--- src/rtl/sram_ctl_pkg.sv ---
`timescale 1ns/1ps
package sram_ctl_pkg;

    typedef enum logic [2:0] {
        ST_IDLE,
        ST_READ,
        ST_RGAP,
        ST_WLOW,
        ST_WREC
    } seq_state_e;

    typedef struct packed {
        logic ce_n;
        logic oe_n;
        logic we_n;
        logic drive;
    } mem_ctl_t;

    localparam mem_ctl_t CTL_IDLE = '{ce_n: 1'b1, oe_n: 1'b1, we_n: 1'b1, drive: 1'b0};

    // Nanoseconds to whole cycles, rounded up, never less than one.
    function automatic int unsigned ns_to_cyc(input int unsigned ns, input int unsigned period);
        int unsigned c;
        c = (ns + period - 1) / period;
        return (c < 1) ? 1 : c;
    endfunction

    function automatic int unsigned max2(input int unsigned a, input int unsigned b);
        return (a > b) ? a : b;
    endfunction

endpackage

--- src/rtl/sram_ctl_seq.sv ---
`timescale 1ns/1ps
module sram_ctl_seq
    import sram_ctl_pkg::*;
#(
    parameter int unsigned RD_CYC  = 9,
    parameter int unsigned DRV_CYC = 4,
    parameter int unsigned WEL_CYC = 8,
    parameter int unsigned REC_CYC = 1
) (
    input  logic     clk,
    input  logic     rst,
    input  logic     req_valid,
    input  logic     req_write,
    output logic     req_ready,
    output logic     accept,
    output logic     last_rd,
    output mem_ctl_t ctl
);

    localparam int unsigned CNT_MAX = max2(max2(RD_CYC, WEL_CYC), REC_CYC);
    localparam int unsigned CNT_W   = $clog2(CNT_MAX + 1);

    seq_state_e       state;
    logic [CNT_W-1:0] cnt;

    assign req_ready = (state == ST_IDLE);
    assign accept    = req_valid && req_ready;
    assign last_rd   = (state == ST_READ) && (cnt == CNT_W'(RD_CYC - 1));

    always_ff @(posedge clk) begin
        if (rst) begin
            state <= ST_IDLE;
            cnt   <= '0;
            ctl   <= CTL_IDLE;
        end else begin
            case (state)
                ST_IDLE: begin
                    if (accept) begin
                        cnt      <= '0;
                        ctl.ce_n <= 1'b0;
                        ctl.oe_n <= 1'b0;
                        ctl.we_n <= !req_write;
                        ctl.drive <= 1'b0;
                        state    <= req_write ? ST_WLOW : ST_READ;
                    end
                end
                ST_READ: begin
                    cnt <= cnt + 1'b1;
                    if (last_rd) begin
                        ctl   <= CTL_IDLE;
                        cnt   <= '0;
                        state <= ST_RGAP;
                    end
                end
                ST_RGAP: state <= ST_IDLE;
                ST_WLOW: begin
                    cnt <= cnt + 1'b1;
                    if (cnt == CNT_W'(DRV_CYC - 1)) ctl.drive <= 1'b1;
                    if (cnt == CNT_W'(WEL_CYC - 1)) begin
                        ctl   <= CTL_IDLE;
                        cnt   <= '0;
                        state <= ST_WREC;
                    end
                end
                ST_WREC: begin
                    cnt <= cnt + 1'b1;
                    if (cnt == CNT_W'(REC_CYC - 1)) begin
                        cnt   <= '0;
                        state <= ST_IDLE;
                    end
                end
                default: state <= ST_IDLE;
            endcase
        end
    end

    // own drivers only inside the write-enable low window
    assert_drive_in_we_R5: assert property (@(posedge clk) disable iff (rst)
        ctl.drive |-> !ctl.we_n);
    // write strobe only with chip and output enables low
    assert_we_in_ce_R4: assert property (@(posedge clk) disable iff (rst)
        !ctl.we_n |-> (!ctl.ce_n && !ctl.oe_n));
    // ready only with the memory deselected
    assert_ready_quiet_R8: assert property (@(posedge clk) disable iff (rst)
        req_ready |-> ctl.ce_n);
    // the read window counter never passes its limit
    assert_read_bound_R2: assert property (@(posedge clk) disable iff (rst)
        (state == ST_READ) |-> (cnt < CNT_W'(RD_CYC)));

endmodule

--- src/rtl/sram_ctl_path.sv ---
`timescale 1ns/1ps
module sram_ctl_path #(
    parameter int unsigned ADDR_W = 16,
    parameter int unsigned DATA_W = 16
) (
    input  logic              clk,
    input  logic              rst,
    input  logic              accept,
    input  logic              last_rd,
    input  logic [ADDR_W-1:0] req_addr,
    input  logic [DATA_W-1:0] req_wdata,
    input  logic [DATA_W-1:0] mem_dq_in,
    output logic [ADDR_W-1:0] mem_addr,
    output logic [DATA_W-1:0] mem_dq_out,
    output logic              rd_valid,
    output logic [DATA_W-1:0] rd_data
);

    always_ff @(posedge clk) begin
        if (rst) begin
            mem_addr   <= '0;
            mem_dq_out <= '0;
            rd_valid   <= 1'b0;
            rd_data    <= '0;
        end else begin
            rd_valid <= last_rd;
            if (accept) begin
                mem_addr   <= req_addr;
                mem_dq_out <= req_wdata;
            end
            if (last_rd) rd_data <= mem_dq_in;
        end
    end

    // read strobe lasts one cycle
    assert_rd_pulse_R3: assert property (@(posedge clk) disable iff (rst)
        rd_valid |=> !rd_valid);

endmodule

--- src/rtl/sram_ctl.sv ---
`timescale 1ns/1ps
module sram_ctl
    import sram_ctl_pkg::*;
#(
    parameter int unsigned CLK_NS    = 8,
    parameter int unsigned ADDR_W    = 16,
    parameter int unsigned DATA_W    = 16,
    parameter int unsigned T_RC_NS   = 70,
    parameter int unsigned T_AA_NS   = 70,
    parameter int unsigned T_PWE_NS  = 50,
    parameter int unsigned T_SD_NS   = 30,
    parameter int unsigned T_HZWE_NS = 25,
    parameter int unsigned T_AW_NS   = 60,
    parameter int unsigned T_WC_NS   = 70
) (
    input  logic              clk,
    input  logic              rst,
    input  logic              req_valid,
    output logic              req_ready,
    input  logic              req_write,
    input  logic [ADDR_W-1:0] req_addr,
    input  logic [DATA_W-1:0] req_wdata,
    output logic              rd_valid,
    output logic [DATA_W-1:0] rd_data,
    output logic              mem_ce_n,
    output logic              mem_oe_n,
    output logic              mem_we_n,
    output logic [ADDR_W-1:0] mem_addr,
    output logic [DATA_W-1:0] mem_dq_out,
    output logic              mem_dq_oe,
    input  logic [DATA_W-1:0] mem_dq_in
);

    localparam int unsigned RD_CYC  = ns_to_cyc(max2(T_RC_NS, T_AA_NS), CLK_NS);
    localparam int unsigned DRV_CYC = ns_to_cyc(T_HZWE_NS, CLK_NS);
    localparam int unsigned SD_CYC  = ns_to_cyc(T_SD_NS, CLK_NS);
    localparam int unsigned WEL_CYC = max2(
        max2(ns_to_cyc(T_PWE_NS, CLK_NS), ns_to_cyc(T_SD_NS + T_HZWE_NS, CLK_NS)),
        max2(ns_to_cyc(T_AW_NS, CLK_NS), DRV_CYC + SD_CYC));
    localparam int unsigned WC_CYC  = ns_to_cyc(T_WC_NS, CLK_NS);
    localparam int unsigned REC_CYC = (WC_CYC > WEL_CYC + 1) ? (WC_CYC - WEL_CYC - 1) : 1;

    mem_ctl_t ctl;
    logic     accept;
    logic     last_rd;

    sram_ctl_seq #(
        .RD_CYC (RD_CYC),
        .DRV_CYC(DRV_CYC),
        .WEL_CYC(WEL_CYC),
        .REC_CYC(REC_CYC)
    ) u_seq (
        .clk      (clk),
        .rst      (rst),
        .req_valid(req_valid),
        .req_write(req_write),
        .req_ready(req_ready),
        .accept   (accept),
        .last_rd  (last_rd),
        .ctl      (ctl)
    );

    sram_ctl_path #(
        .ADDR_W(ADDR_W),
        .DATA_W(DATA_W)
    ) u_path (
        .clk       (clk),
        .rst       (rst),
        .accept    (accept),
        .last_rd   (last_rd),
        .req_addr  (req_addr),
        .req_wdata (req_wdata),
        .mem_dq_in (mem_dq_in),
        .mem_addr  (mem_addr),
        .mem_dq_out(mem_dq_out),
        .rd_valid  (rd_valid),
        .rd_data   (rd_data)
    );

    assign mem_ce_n  = ctl.ce_n;
    assign mem_oe_n  = ctl.oe_n;
    assign mem_we_n  = ctl.we_n;
    assign mem_dq_oe = ctl.drive;

    // address and outgoing data hold while selected
    assert_bus_stable_R9: assert property (@(posedge clk) disable iff (rst)
        (!mem_ce_n && $past(!mem_ce_n)) |-> ($stable(mem_addr) && $stable(mem_dq_out)));
    // drivers released on the edge that ends the write
    assert_release_at_end_R5: assert property (@(posedge clk) disable iff (rst)
        $rose(mem_we_n) |-> !mem_dq_oe);
    // drivers stay off on the edge the write strobe falls
    assert_no_early_drive_R5: assert property (@(posedge clk) disable iff (rst)
        $fell(mem_we_n) |-> !mem_dq_oe);
    // read data handed over as the memory is deselected
    assert_valid_at_deselect_R3: assert property (@(posedge clk) disable iff (rst)
        rd_valid |-> mem_ce_n);

endmodule

--- config.mk ---
export PLATFORM = sky130hd
export DESIGN_NAME = sram_ctl
export DESIGN_NICKNAME = d
export VERILOG_FILES = /design/src/rtl/sram_ctl_pkg.sv /design/src/rtl/sram_ctl_seq.sv /design/src/rtl/sram_ctl_path.sv /design/src/rtl/sram_ctl.sv
export SDC_FILE = /design/constraint.sdc
export NUM_CORES = 1
export LEC_CHECK = 0
export BUFFER_PORTS_ARGS = -buffer_cell sky130_fd_sc_hd__buf_2
export CELL_PAD_IN_SITES_DETAIL_PLACEMENT = 1
export CELL_PAD_IN_SITES_GLOBAL_PLACEMENT = 1
export CORE_ASPECT_RATIO = 0.5
export CORE_MARGIN = 8
export CORE_UTILIZATION = 32
export CTS_CLUSTER_SIZE = 40
export DETAILED_ROUTE_END_ITERATION = 10
export HOLD_SLACK_MARGIN = 0.1
export MAX_ROUTING_LAYER = met4
export PLACE_DENSITY_LB_ADDON = 0.1
export SLEW_MARGIN = 20
export SYNTH_ARGS = -nofsm -noshare
export SYNTH_HDL_FRONTEND = slang
export SYNTH_SLANG_ARGS = --single-unit
--- constraint.sdc ---
create_clock -name clk -period 2.4 [get_ports clk]
set_clock_uncertainty 0.1 [all_clocks]
set_input_delay 0.12 -clock clk [delete_from_list [all_inputs] [get_ports clk]]
set_output_delay 0.12 -clock clk [all_outputs]
set_load 0.01 [all_outputs]
# After elaboration in Yosys (flattened, before gate mapping)
# Index checks and enable logic that the tools add are counted.
classes:
  addsub: 1
  n_eq_ne: 11
  n_mux: 16
  reduce_logical: 11
op_table:
  columns: ["cell", "count"]
  rows:
  - ["$mux 4", 7]
  - ["$pmux 4 s4", 1]
  - ["$mux 3", 4]
  - ["$pmux 3 s4", 1]
  - ["$pmux 4 s3", 1]
  - ["$reduce_and 4->1", 3]
  - ["$ne 2x1->1 const B", 3]
  - ["$add 4x1->4 const B", 1]
  - ["$eq 4x2->1 const B", 1]
  - ["$eq 4x3->1 const B", 1]
  - ["$eq 4x4->1 const B", 1]
  - ["$logic_not 4->1", 1]
  - ["$reduce_bool 4->1", 1]
  - ["$eq 3x1->1 const B", 1]
  - ["$eq 3x2->1 const B", 1]
  - ["$eq 3x3->1 const B", 1]
  - ["$logic_not 3->1", 1]
  - ["$ne 3x1->1 const B", 1]
  - ["$reduce_bool 3->1", 1]
  - ["$logic_and 1x1->1", 2]
  - ["$mux 2", 1]
  - ["$ne 2x2->1 const B", 1]
  - ["$reduce_and 2->1", 1]
  - ["$logic_not 1->1", 1]
  - ["$mux 1", 1]
totals:
  ff_bits: 60
  in_bits: 52
  output_inout_bits: 54
  elab_cells: 49

# Depth between registers and ports, before layout
# Gate-level depths: netlist (run 1).
depth:
  word_depth: 4
  depth_mapped: 8
  ltp_nobuf: 6

# Modules after synthesis
# Synthesis (run 1) repeated with hierarchy kept, for this count alone.
unflattened:
  cells_unflattened: 232
  area_unflattened_um2: 2469.9
modules_own_cells:
  columns: ["mod", "instances", "cells_each", "area_per_inst_um2", "seq_area_each_um2"]
  rows:
  - ["sram_ctl_path", 1, 157, 1771.7, 980.9]
  - ["sram_ctl_seq", 1, 75, 698.2, 200.2]

# Least setup slack after synthesis (run 1)
# OpenSTA, ideal clock, no wires.
synth_path:
  kind: "register -> register"
  start: "register u_seq.cnt[0]"
  end: "register u_path.rd_data[10]"
  setup_ps: 132
  arrival_time_ps: 1413
  required_time_ps: 2168
  path_slack_ps: 754
  path_stages_with_launch: 9
  path_buffers: 2
  synth_period_minus_slack_ps: 1646
  cell_sequence: "dfxtp_1 > inv_1 > ha_1 > nand3b_4 > or3_1 > buf_6 > buf_8 > nand2_1 > a21oi_1"
synth_via:
  elab_chain_cells: 2
synth_rtl:
  columns: ["element", "line_no", "rtl"]
  rows:
  - ["from (decl)", "sram_ctl_seq.sv:24", "logic [CNT_W-1:0] cnt;"]
  - ["from (signal assigned)", "sram_ctl_seq.sv:48", "cnt <= cnt + 1'b1;"]
  - ["from (signal assigned)", "sram_ctl_seq.sv:57", "cnt <= cnt + 1'b1;"]
  - ["from (signal assigned)", "sram_ctl_seq.sv:66", "cnt <= cnt + 1'b1;"]
  - ["$eq 4x4->1", "sram_ctl_seq.sv:28", "assign last_rd = (state == ST_READ) && (cnt == CNT_W'(RD_CYC - 1));"]
  - ["$logic_and 1x1->1", "sram_ctl_seq.sv:28", null]
  - ["to (signal assigned)", "sram_ctl_path.sv:31", "if (last_rd) rd_data <= mem_dq_in;"]
  - ["to (decl)", "sram_ctl_path.sv:16", "output logic [DATA_W-1:0] rd_data"]
# Every way passes these cells.
# A chain may end at the register's enable or synchronous reset.

# Worst setup path in the final report (run 1)
layout_path:
  start: "register u_seq.cnt[0]"
  end: "register u_path.rd_data[11]"
# The elaborated chain is that of the path after synthesis.

==> metrics.csv, run 1 <==
metric;value;unit
die width;137;um
WL/cell;15.5;um
Initial Util;0.325;
top cells by area, synth;dfxtp_1 (50%), nand2_1 (16%), a21oi_1 (12%);
Worst-path clk slew;50;ps
Worst Setup EP;u_path.rd_data[11];
DR pass1 iterations;4;
Crit. Startpoint;u_seq.cnt[0];
synth cell count leaders;nand2_1 (103), dfxtp_1 (59), a21oi_1 (55), buf_2 (11), clkbuf_1 (7);
Synth cell types;39;
GPL Wtd Cong;0.762;
relative slew slack;0.476;
Worst R2R Path Depth;6;
chip height;76.7;um
Hold Path Class;in2reg;
Die ar.;10500;um^2
max_cap viols;0;
layout cell share with drive strength beyond 1;0.302;
Async S/R FF share, synth;0;
CP Depth;6;
Via density;4.73;
Fmax achieved;0.499;GHz
num ports;106;
FILL cells;875;
GRT Util Overall;0.164;
Mapped Nets;344;
Synth-to-Final Area Change;57.9;%
Cell Count Post-Placement;472;
Final ANT Viol Nets;0;
Finished Layout Cells;537;
RSZ-0062 raised after global routing;no;
TritonCTS clock tree;done;
Slew Limit Fails;0;
status;finished, final reports clean;
Top Family by Delay on Critical Path;simple AND/OR/NAND/NOR gates;
Final period util;0.836;
sequential element share of the synthesized area;0.502;
Req. time, crit path;2460;ps
n_diodes;0;
via count;2538;
Setup violations, final;0;
Buf/Inv on CP;1;
cells after synthesis;290;
PwrDens;735;nW/um^2
initial drt markers;101;
Core ar.;7240;um^2
worst path cell trace;inv_1, ha_1, nand3b_4, or3_1, nand2_1, a21oi_1;
VDD IR-drop max;0.363;mV
hpwl dp;5400;um
Worst-Skew Late Latency;320;ps
Power, Total;2730;uW
Post-synth EDFFs;0;
flops & latches, synth;59;
Worst Tran Pin Value;786;ps
setup TNS;0;ps
total gr overflow;0;
top_reg_cell synth;dfxtp_1;
Yosys top cell by area;dfxtp_1;
syn_area_per_cell;8.12;um^2
Worst Path Arrival;2070;ps
CTS Sinks;59;
design area;3720;um^2
fin nets;490;
Worst Setup Start Kind;flip-flop;
worst r2r src;u_seq.cnt[0];
Yosys warnings;0;
Pleak;0.00166;uW
initial antenna violation count;0;
CTS-repair resized insts;0;
Synth Cell Area;2350;um^2
critical path fanouts, max;18;
flop2flop setup slack;390;ps
DRC errors left;0;
worst setup path category;reg2reg;
Num CTS Buffers;9;
first-pass GRT wire length;13400;um
CTS max path bufs;2;
Placed Area;2920;um^2
pin count of the biggest net entering global routing;38;
IO buf count;105;
H-tree Lvls;3;
fin crit period;2010;ps
final hold viol count;0;
Reg2Reg Capture Point;u_path.rd_data[11];
Rows;22;
vias in the first global route;2774;
root buf cell;clkbuf_16;
Synth top area share;0.502;
biggest cell delay along the critical path;670;ps
top-count cell post-synth;nand2_1;
slowest library cell on the worst path;or3_1;
crit end category;flip-flop;
Total Wirelength;8330;um
report_power, final:
part           internal (uW)  switching, uW  total (uW)
clock network            857            427        1280
registers               1030           38.3        1070
logic                    180            198         378
total                   2070            663        2730
worst reg2reg max path, cell delays in order, from the launching register on:
cell      delay (ps)
dfxtp_1          340
inv_1             80
ha_1             240
nand3b_4         140
or3_1            670
nand2_1          190
a21oi_1           90
per-layer routing:
| metal | global-route usage | part of all wire | vias to the layer above |
|---|---|---|---|
| li1 | - | - | 1253 |
| met5 | - | 0 | - |
| met1 | 0.175 | 0.44 | 1197 |
| met4 | 0.0517 | 0.012 | 0 |
| met3 | 0.0507 | 0.067 | 9 |
| met2 | 0.284 | 0.48 | 79 |
per-stage QoR:
step                hold slack, ps  setup WS, ps  utilization
floorplan                      156           754            -
global placement               261           543        0.404
detailed placement             268           434        0.404
CTS                            154           387        0.513
global route                   194           277        0.513
finish                         168           395        0.513
timing repair:
item | CTS | global route
hold buffers | 49 | 0
endpoints found under the hold margin | 49 | 0
setup buffers | 0 | 0
cells in the final DEF, fill, tap and decap left out, types with 3 or more instances in the layout:
cell type and count:
buf_2 105, nand2_1 103, dfxtp_1 59, a21oi_1 55
dlygate4sd3_1 49, clkbuf_16 9, nor2_1 5, a21o_1 3
a31oi_1 3, nand3_1 3
worst min path at each step:
stage | slack [ps] | from | endpoint | depth (start not counted)
2_1_floorplan | 160 | req_addr[0] | u_path.mem_addr[0] | 2
3_5_place_dp | 270 | req_addr[5] | u_path.mem_addr[5] | 3
6_report | 170 | req_valid | u_seq.state[1] | 5
5_1_grt | 190 | req_valid | u_seq.ctl[1] | 4
4_1_cts | 150 | req_valid | u_seq.state[1] | 5
3_3_place_gp | 260 | req_addr[4] | u_path.mem_addr[4] | 3
registers in the layout, summed over array words and instances (netlist names):
register	count
u_path.rd_valid	1
u_path.rd_data	16
u_path.mem_addr	16
u_seq.state	3
u_seq.ctl	3
u_path.mem_dq_out	16
u_seq.cnt	4
cell type report:
| type | instances | area (um^2) | share of cell area |
|---|---|---|---|
| flip-flops and latches | 59 | 1180 | 0.318 |
| well taps | 96 | 120 | 0.0323 |
| repair buffers | 157 | 1060 | 0.286 |
| multi-input cells | 206 | 1040 | 0.279 |
| clock inverters | 4 | 48.8 | 0.0131 |
| inverters | 3 | 11.3 | 0.00303 |
| clock buffers | 12 | 256 | 0.0690 |
logic make-up after synthesis:
logic type	share of synthesized area
AND/OR/NAND/NOR	0.255
AO/OA/AOI/OAI	0.174
flip-flops	0.502
buffers and inverters	0.0584
adder cells (fa/ha/maj)	0.0106
(Power assumes the default switching activity.)
==> run 2, diff against run 1 <==
--- a/config.mk
+++ b/config.mk
@@ -5,6 +5,7 @@
 export SDC_FILE = /design/constraint.sdc
 export NUM_CORES = 1
 export LEC_CHECK = 0
+export ABC_AREA = 1
 export BUFFER_PORTS_ARGS = -buffer_cell sky130_fd_sc_hd__buf_2
 export CELL_PAD_IN_SITES_DETAIL_PLACEMENT = 1
 export CELL_PAD_IN_SITES_GLOBAL_PLACEMENT = 1
==> constraint.sdc (replaced) <==
create_clock -name clk -period 2.1 [get_ports clk]
set_clock_uncertainty 0.1 [all_clocks]
set_input_delay 0.105 -clock clk [delete_from_list [all_inputs] [get_ports clk]]
set_output_delay 0.105 -clock clk [all_outputs]
set_load 0.01 [all_outputs]
==> run 2 against run 1 <==
  * Sequential share of layout area increased by 0.064 points
  * Design area shrank 0.20%
  * Sequential cell count unchanged
  * Fmax up 6.5%
  * Total power grew 33%
  * Largest cell class unchanged
  * Largest power group unchanged
==> metrics.csv, run 2 <==
metric;value;unit;change
status;finished, final reports clean;;
worst r2r src;u_seq.cnt[0];;
Worst-path clk slew;50;ps;about the same
top cells by area, synth;dfxtp_1 (50%), nand2_1 (9.6%), nand3_1 (9.0%);;
worst setup path category;reg2reg;;
top routing layer in use;met4;;
Pleak;0.00177;uW;+6.9%
worst hold start;rst;;
CTS max path bufs;2;;unchanged
syn_area_per_cell;7.67;um^2;-5.6%
root buf cell;clkbuf_16;;
cells after synthesis;311;;+7.2%
most frequent cells in the layout;buf_2 (105), nand2_1 (61), dfxtp_1 (59);;
Rows;22;;unchanged
Yosys top cell by area;dfxtp_1;;
IO buf count;105;;unchanged
CTS-repair resized insts;0;;unchanged
Synth Cell Area;2380;um^2;+1.3%
Post-synth EDFFs;0;;unchanged
die width;138;um;+0.56%
Core ar.;7270;um^2;+0.38%
RSZ-0062 raised after global routing;no;;
TritonCTS clock tree;done;;
synth cell count leaders;nand2_1 (61), dfxtp_1 (59), nor2_1 (46), nand3_1 (43), a21oi_1 (38);;
max_cap viols;0;;unchanged
biggest cell delay along the critical path;320;ps;-350 ps
vias in the first global route;2749;;-0.90%
Placed Area;2920;um^2;about the same
worst hold slack;208;ps;+39.2 ps
Final Util;0.511;;-0.00298
n_diodes;0;;unchanged
Synth cell types;24;;-38%
Via density;4.68;;-0.91%
flops & latches, synth;59;;unchanged
Async S/R FF share, synth;0;;unchanged
chip height;77.0;um;+0.51%
Worst-Skew Late Latency;320;ps;about the same
critical path fanouts, max;17;;-1
Die ar.;10600;um^2;+1.1%
WL/cell;14.9;um;-3.9%
initial drt markers;98;;-3.0%
Num CTS Buffers;9;;unchanged
Buf/Inv on CP;3;;+2
Fmax achieved;0.531;GHz;+6.5%
Mapped Nets;365;;+6.1%
Synth top area share;0.495;;-0.00632
DR pass1 iterations;4;;unchanged
Top Family by Delay on Critical Path;simple AND/OR/NAND/NOR gates;;
VDD IR-drop max;0.475;mV;+31%
FILL cells;910;;+4.0%
first-pass GRT wire length;13800;um;+3.0%
Req. time, crit path;2210;ps;-250 ps
Initial Util;0.328;;+0.00290
top-count cell post-synth;nand2_1;;
Worst Setup Start Kind;flip-flop;;
Final period util;0.897;;+0.0611
slowest library cell on the worst path;dfxtp_1;;
Power, Total;3640;uW;+33%
layout cell share with drive strength beyond 1;0.285;;-0.0162
Largest regs;u_path.mem_addr (16), u_path.mem_dq_out (16), u_path.rd_data (16);;
GRT Util Overall;0.162;;-0.00165
initial antenna violation count;0;;unchanged
worst path cell trace;inv_1, ha_1, nand2_1, nor2_1, inv_1, nor2_4, inv_2, nor2_1, nor2_1;;
total gr overflow;0;;unchanged
DRC errors left;0;;unchanged
GPL Wtd Cong;0.778;;+2.0%
Total Wirelength;8380;um;+0.59%
routed wl met2;3950;um;-2.3%
Crit. Startpoint;u_seq.cnt[0];;
via count;2632;;+3.7%
sequential element share of the synthesized area;0.495;;-0.00632
PwrDens;982;nW/um^2;+34%
Setup violations, final;0;;unchanged
commonest non-fill, non-tap cell in the layout;buf_2;;
setup TNS;0;ps;unchanged
Yosys warnings;0;;unchanged
relative slew slack;0.555;;+0.0795
Synth-to-Final Area Change;55.6;%;
fin nets;515;;+5.1%
Worst Path Arrival;1990;ps;-80 ps
top_reg_cell synth;dfxtp_1;;
num ports;106;;unchanged
Worst Tran Pin Value;666;ps;-120 ps
hpwl dp;5660;um;+4.9%
met1 wire length;3880;um;+6.5%
Final ANT Viol Nets;0;;unchanged
design area;3710;um^2;-0.20%
H-tree Lvls;3;;unchanged
pin count of the biggest net entering global routing;37;;-2.6%
wire length on met3;470;um;-15%
final hold viol count;0;;unchanged
Slew Limit Fails;0;;unchanged
Hold Path Class;in2reg;;
CTS Sinks;59;;unchanged
fin crit period;1880;ps;-122 ps
Most common cell on crit path;nor2_1;;
crit end category;flip-flop;;
[run 2: path summary, 6_finish.rpt]
path,slack [ps],endpoint,depth (start not counted)
max reg2reg,220,u_path.rd_data[15],9
max,220,u_path.rd_data[15],9
min,210,u_path.rd_valid,3
min reg2reg,360,u_path.mem_addr[14],2
[run 2: cell type report]
type                    count  area [um^2]  share of cell area
clock buffers              11          243              0.0654
clock inverters             5         52.6              0.0142
inverters                  15         56.3              0.0152
multi-input cells         218         1010               0.273
flip-flops and latches     59         1180               0.318
well taps                  96          120              0.0324
repair buffers            158         1050               0.282
[run 2: per-stage QoR]
stage               setup WS (ps)  cells
floorplan                     598    311
global placement              332    497
detailed placement            205    497
CTS                           182    562
global route                 68.3    562
finish                        217    562
[run 2: worst reg2reg max path: stages (launching register included)]
cell,delay (ps)
dfxtp_1,320
inv_1,90
ha_1,200
nand2_1,70
nor2_1,150
inv_1,100
nor2_4,300
inv_2,220
nor2_1,170
nor2_1,60
[run 2: layer usage]
layer,global-route usage,vias to the layer above
met3,0.0522,9
li1,-,1320
met2,0.268,88
met4,0.0549,0
met1,0.183,1215
met5,-,-
[run 2: cells by family after synthesis]
logic type / count (synthesis) / share of synthesized area
XOR/XNOR: 1 / 0.00367
AND/OR/NAND/NOR: 157 / 0.285
buffers and inverters: 34 / 0.0808
AO/OA/AOI/OAI: 58 / 0.124
adder cells (fa/ha/maj): 2 / 0.0105
flip-flops: 59 / 0.495
[run 2: where the power goes]
part	total [uW]	switching, uW	internal (uW)	leakage [uW]
Sequential	1310	74.6	1240	0.000481
Combinational	892	539	353	0.00115
Clock	1440	497	943	0.000145
[run 2: repair_timing]
item | 4_1_cts | 5_1_grt
setup buffers | 0 | 0
endpoints found under the hold margin | 50 | 0
hold buffers | 49 | 0
setup endpoints to repair | 0 | 0
